`src/rtl/spi_probe_pkg.sv`:
```
package spi_probe_pkg;

  typedef enum logic [2:0] {
    ST_IDLE,
    ST_CMD,
    ST_PROBE,
    ST_HOLD,
    ST_STREAM
  } probe_st_e;

  localparam logic [7:0] FILL_BYTE = 8'h00;
  localparam logic [7:0] IDLE_LINE = 8'hFF;

  // A returned byte counts as data when the pulled-up line was driven.
  function automatic logic byte_is_data(input logic [7:0] b);
    return b != IDLE_LINE;
  endfunction

  // Transfer n after the command reads what follows n-1 address bytes.
  function automatic int unsigned width_of_xfer(input int unsigned n);
    return n - 1;
  endfunction

endpackage

```
`src/rtl/spi_tick_gen.sv`:
```
module spi_tick_gen #(
  parameter int DIV_W = 8,
  parameter int DIV   = 133
) (
  input  logic clk,
  input  logic rst_n,
  input  logic run,
  output logic tick
);
  localparam int DIV_EFF = (DIV < 1) ? 1 : DIV;

  logic [DIV_W-1:0] cnt;

  assign tick = run && (cnt == DIV_W'(DIV_EFF - 1));

  always_ff @(posedge clk or negedge rst_n) begin
    if (!rst_n) begin
      cnt <= '0;
    end else if (!run || tick) begin
      cnt <= '0;
    end else begin
      cnt <= cnt + 1'b1;
    end
  end
endmodule

```
`src/rtl/spi_byte_xfer.sv`:
```
module spi_byte_xfer (
  input  logic       clk,
  input  logic       rst_n,
  input  logic       go,
  input  logic [7:0] tx_byte,
  input  logic       tick,
  input  logic       miso,
  output logic       active,
  output logic       sclk,
  output logic       mosi,
  output logic       done,
  output logic [7:0] rx_byte
);
  logic [7:0] sh;
  logic [2:0] bit_idx;

  assign mosi = sh[7];

  always_ff @(posedge clk or negedge rst_n) begin
    if (!rst_n) begin
      active  <= 1'b0;
      sclk    <= 1'b0;
      sh      <= '0;
      bit_idx <= '0;
      rx_byte <= '0;
      done    <= 1'b0;
    end else begin
      done <= 1'b0;
      if (go && !active) begin
        active  <= 1'b1;
        sh      <= tx_byte;
        bit_idx <= '0;
        sclk    <= 1'b0;
      end else if (active && tick) begin
        if (!sclk) begin
          sclk    <= 1'b1;
          rx_byte <= {rx_byte[6:0], miso};
        end else begin
          sclk <= 1'b0;
          if (bit_idx == 3'd7) begin
            active <= 1'b0;
            done   <= 1'b1;
          end else begin
            bit_idx <= bit_idx + 1'b1;
            sh      <= {sh[6:0], 1'b0};
          end
        end
      end
    end
  end
endmodule

```
`src/rtl/spi_addr_probe.sv`:
```
module spi_addr_probe
  import spi_probe_pkg::*;
#(
  parameter int          DIV_W    = 8,
  parameter int          CLK_DIV  = 133,
  parameter int          ADDR_MAX = 4,
  parameter logic [7:0]  READ_CMD = 8'h03,
  localparam int         CNT_W    = $clog2(ADDR_MAX + 2)
) (
  input  logic             clk,
  input  logic             rst_n,
  input  logic             start,
  output logic             spi_cs_n,
  output logic             spi_sclk,
  output logic             spi_mosi,
  input  logic             spi_miso,
  output logic             det_valid,
  output logic [CNT_W-1:0] det_bytes,
  output logic             probe_err,
  output logic             out_valid,
  output logic [7:0]       out_data,
  input  logic             out_ready
);
  localparam int XFER_LAST = ADDR_MAX + 1;

  probe_st_e        state;
  logic [CNT_W-1:0] xfer_cnt;
  logic             go_q;
  logic [7:0]       tx_q;
  logic             tick;
  logic             eng_active;
  logic             byte_done;
  logic [7:0]       rx_byte;

  // Named internal events.
  logic [CNT_W-1:0] xfer_next;
  logic             probe_hit;
  logic             probe_exhaust;
  logic             stream_take;

  assign xfer_next     = xfer_cnt + 1'b1;
  assign probe_hit     = (state == ST_PROBE) && byte_done &&
                         (int'(xfer_next) >= 2) && byte_is_data(rx_byte);
  assign probe_exhaust = (state == ST_PROBE) && byte_done && !probe_hit &&
                         (int'(xfer_next) == XFER_LAST);
  assign stream_take   = (state == ST_HOLD) && out_ready;

  spi_tick_gen #(.DIV_W(DIV_W), .DIV(CLK_DIV)) u_tick (
    .clk  (clk),
    .rst_n(rst_n),
    .run  (eng_active),
    .tick (tick)
  );

  spi_byte_xfer u_xfer (
    .clk    (clk),
    .rst_n  (rst_n),
    .go     (go_q),
    .tx_byte(tx_q),
    .tick   (tick),
    .miso   (spi_miso),
    .active (eng_active),
    .sclk   (spi_sclk),
    .mosi   (spi_mosi),
    .done   (byte_done),
    .rx_byte(rx_byte)
  );

  always_ff @(posedge clk or negedge rst_n) begin
    if (!rst_n) begin
      state     <= ST_IDLE;
      xfer_cnt  <= '0;
      go_q      <= 1'b0;
      tx_q      <= FILL_BYTE;
      spi_cs_n  <= 1'b1;
      det_valid <= 1'b0;
      det_bytes <= '0;
      probe_err <= 1'b0;
      out_valid <= 1'b0;
      out_data  <= '0;
    end else begin
      go_q <= 1'b0;
      unique case (state)
        ST_IDLE: begin
          if (start) begin
            spi_cs_n  <= 1'b0;
            probe_err <= 1'b0;
            xfer_cnt  <= '0;
            tx_q      <= READ_CMD;
            go_q      <= 1'b1;
            state     <= ST_CMD;
          end
        end
        ST_CMD: begin
          if (byte_done) begin
            tx_q  <= FILL_BYTE;
            go_q  <= 1'b1;
            state <= ST_PROBE;
          end
        end
        ST_PROBE: begin
          if (byte_done) begin
            xfer_cnt <= xfer_next;
            if (probe_hit) begin
              det_valid <= 1'b1;
              det_bytes <= CNT_W'(width_of_xfer(int'(xfer_next)));
              out_valid <= 1'b1;
              out_data  <= rx_byte;
              state     <= ST_HOLD;
            end else if (probe_exhaust) begin
              probe_err <= 1'b1;
              spi_cs_n  <= 1'b1;
              state     <= ST_IDLE;
            end else begin
              go_q <= 1'b1;
            end
          end
        end
        ST_HOLD: begin
          if (stream_take) begin
            out_valid <= 1'b0;
            go_q      <= 1'b1;
            state     <= ST_STREAM;
          end
        end
        ST_STREAM: begin
          if (byte_done) begin
            out_valid <= 1'b1;
            out_data  <= rx_byte;
            state     <= ST_HOLD;
          end
        end
        default: state <= ST_IDLE;
      endcase
    end
  end
endmodule

```
`config.mk`:
```
export PLATFORM = sky130hd
export DESIGN_NAME = spi_addr_probe
export DESIGN_NICKNAME = d
export VERILOG_FILES = /design/src/rtl/spi_probe_pkg.sv /design/src/rtl/spi_tick_gen.sv /design/src/rtl/spi_byte_xfer.sv /design/src/rtl/spi_addr_probe.sv
export SDC_FILE = /design/constraint.sdc
export NUM_CORES = 1
export LEC_CHECK = 0
export ABC_AREA = 1
export BUFFER_PORTS_ARGS = -buffer_cell sky130_fd_sc_hd__buf_2
export CAP_MARGIN = 40
export CORE_MARGIN = 2
export CORE_UTILIZATION = 40
export DETAILED_ROUTE_END_ITERATION = 12
export GPL_TIMING_DRIVEN = 0
export PLACE_DENSITY = 0.57
export SYNTH_ARGS = -nofsm -noshare
export SYNTH_HDL_FRONTEND = slang
export SYNTH_SLANG_ARGS = --single-unit
```
`constraint.sdc`:
```
create_clock -name clk -period 1.95 [get_ports clk]
set_clock_uncertainty 0.05 [all_clocks]
set_input_delay 0.195 -clock clk [delete_from_list [all_inputs] [get_ports clk]]
set_output_delay 0.195 -clock clk [all_outputs]
set_load 0.01 [all_outputs]
```
==> reports/metrics.csv <==
stage,metric,value,unit
cts,# H-tree levels,2,
yosys,"EDFF count, synth",0,
cells_and_area,number of fill cells,595,
yosys,top-area cell type share of the netlist area,0.5218,
timing,Rel. slew slack,0.5417,
placement,post-DP HPWL,3.183,mm
detailed_routing,drt pass-1 iters,4,
cts,CTS root buf,clkbuf_8,
flow_run,max-cap violations,0,
cells_and_area,fraction of layout cells with a size suffix above 1,0.1917,
yosys,most frequent cell after synthesis,nand2_1,
critical_path,Worst Path Arrival,1940,ps
hold_path,worst min path class,in -> reg,
yosys,post-synthesis instance total,283,
pwr,Max IR drop VDD,0.0002600,V
cells_and_area,Ant. Diodes,0,
global_routing,global-route wire length before repair,8.093,mm
yosys,Synth area leader,dfrtp_1,
timing,final setup vio count,0,
yosys,Synthesized Nets,295,
cts,CTS tree,done,
yosys,average size of a mapped cell,8.811,um2
yosys,Synth Area in Compound Gates,0.1074,
cells_and_area,Synth-to-Final Area Change,12.59,%
global_routing,Total GRT Usage,0.1414,
die,core area,5956,um2
critical_path,Worst R2R Path Depth,9,
critical_path,flop2flop setup slack,160,ps
die,die area,6882,um2
cts,clock latency on the worst-skew pair,310,ps
cts,CTS max path bufs,2,
die,Initial Utilization,0.4187,
critical_path,CP Capture Type,flip-flop,
yosys,Post-Synth XOR/XNOR Area,0.01405,
critical_path,CP max FO,10,
placement,routability cong.,0.8646,
cts,post-CTS setup buffers,0,
yosys,async set or reset register ratio after synthesis,1.000,
critical_path,Worst setup endpoint,state[1],
critical_path,CP Class,reg -> reg,
detailed_routing,Final ANT Viol Nets,0,
yosys,Post-Synth Adder-Cell Area,0.03512,
yosys,synth warn,0,
pwr,Pwr Density,620.3,nW/um2
run_status,status,"finished, final reports clean",
timing,Slew @ Worst Pin,682.9,ps
critical_path,Setup crit start,xfer_cnt[0],
global_routing,initial antenna violation count,0,
critical_path,Startpoint Class,flip-flop,
timing,Fin. Hold Viols,0,
detailed_routing,WL final,4.343,mm
yosys,count of cell types in the netlist,29,
critical_path,worst reg2reg endpoint,state[1],
yosys,sequential-to-total area share from yosys stat,0.5324,
timing,Max Clock Freq,558.9,MHz
die,die height,82.96,um
pwr,P_leak,1.402,nW
timing,RSZ-0062 raised after global routing,no,
timing,final clock period utilization by the worst path,0.9175,
placement,Port-buffer cells,21,
cts,"Reg clk slew, reported paths",100,ps
yosys,ys flop type,dfrtp_1,
yosys,synth top area cells,"dfrtp_1 52%, nand2_1 12%, inv_1 5.6%",
cts,CTS Buf Count,5,
die,# IOs,22,
detailed_routing,drt drc,0,
timing,Pins Over Slew Limit,0,
global_routing,vias in the first global route,1831,
critical_path,RR Startpoint,xfer_cnt[0],
timing,Tmin final,1789,ps
detailed_routing,Via density,4.652,
global_routing,Overflow after GRT,0,
yosys,multiplexer area fraction after synthesis,0,
detailed_routing,DR vias,1805,
yosys,simple logic cell fraction of the synthesized area,0.2378,
global_routing,largest net degree at the start of global routing,35,
critical_path,Critical Path RT,2100,ps
yosys,most frequent cells after synthesis,"82 x nand2_1, 52 x dfrtp_1, 37 x inv_1",
timing,Fin Setup TNS,0,ps
detailed_routing,wire per inst,11.19,um
die,die width,82.96,um
detailed_routing,initial DRC count,70,
yosys,#FFs+latches synth,53,
yosys,largest family of logic cells by synthesized area,simple AND/OR/NAND/NOR gates,
pwr,total chip power,0.001741,W
yosys,Synth Cell Area,2494,um2
cts,clk sink count,53,
die,# rows,28,
cells_and_area,fin nets,324,
==> per-stage QoR <==
step	utilization	hold WS, ps	setup WS [ps]	instances	instance area [um2]
global placement	0.4521	393.1	137.2	379	2693
detailed placement	0.4555	129.3	145.5	380	2713
finish	0.4714	79.73	160.9	388	2808
global route	0.4714	96.80	15.82	388	2808
floorplan	-	-150.6	302.2	283	2494
CTS	0.4716	76.03	121.2	389	2809
==> kinds of logic after synthesis <==
logic type,after synthesis
buffers and inverters,44
flip-flops,53
adder cells (fa/ha/maj),7
AO/OA/AOI/OAI,43
XOR/XNOR,4
AND/OR/NAND/NOR,132
==> cell usage in the layout, fill, tap and decap left out, drive strengths merged, types with 3 or more instances in the layout <==
cell	count
buf	25
clkbuf	6
dfrtp	52
ha	7
inv	39
nand2	87
nand3	17
nand4	4
nor2	19
nor3	3
o21ai	39
xor2	3
==> metal layers <==
metal / vias up / GRT usage / wire length (um)
li1: 950 / - / -
met1: 836 / 0.1899 / 2203
met5: - / 0 / 0
met3: 4 / 0.03380 / 111
met4: 0 / 0.04620 / 56
met2: 15 / 0.2258 / 1971
==> area by class of cell <==
type / count / area [um2] / share of cell area
clock buffers: 5 / 68.82 / 0.02451
multi-input cells: 186 / 983.4 / 0.3503
plain buffers: 4 / 35.03 / 0.01248
inverters: 39 / 146.4 / 0.05214
flip-flops and latches: 53 / 1328 / 0.4728
repair buffers: 23 / 135.1 / 0.04813
clock inverters: 3 / 17.52 / 0.006239
well taps: 75 / 93.84 / 0.03342
==> sequential cells by signal, indices dropped and copies added, names as in the netlist, 3 cells and up <==
register	cells
u_xfer.bit_idx	3
u_tick.cnt	8
state	3
xfer_cnt	3
u_xfer.rx_byte	8
out_data	8
u_xfer.sh	8
det_bytes	3
==> power breakdown <==
group          internal (W)  switching [W]  total (W)  leakage [nW]
logic            0.00000843      0.0000230  0.0000314         0.688
clock network      0.000249       0.000363   0.000612        0.0439
registers           0.00110              0    0.00110         0.670
total               0.00136       0.000386    0.00174          1.40
==> how the worst min path moves through the flow <==
| stage | startpoint | cells after the start | end |
|---|---|---|---|
| 2_1_floorplan | rst_n | 0 | det_bytes[0] |
| 3_3_place_gp | det_valid | 2 | det_valid |
| 3_5_place_dp | rst_n | 1 | u_tick.cnt[4] |
| 4_1_cts | spi_miso | 3 | u_xfer.rx_byte[0] |
| 5_1_grt | spi_miso | 3 | u_xfer.rx_byte[0] |
| 6_report | spi_miso | 3 | u_xfer.rx_byte[0] |
==> worst max-delay path: stages (launching register included) <==
cell	delay, ps
dfrtp_1	410
inv_1	100
ha_1	350
nor2_1	100
nand3_1	120
nand3_4	130
clkbuf_4	200
nand3_1	80
nand3_1	90
nand2_1	60
==> repair_timing <==
item	CTS	global route
endpoints found under the hold margin	19	0
hold buffers	1	0
setup endpoints to repair	0	3
gates resized for setup	0	1
Note: power is estimated with default switching activity, not from simulation.
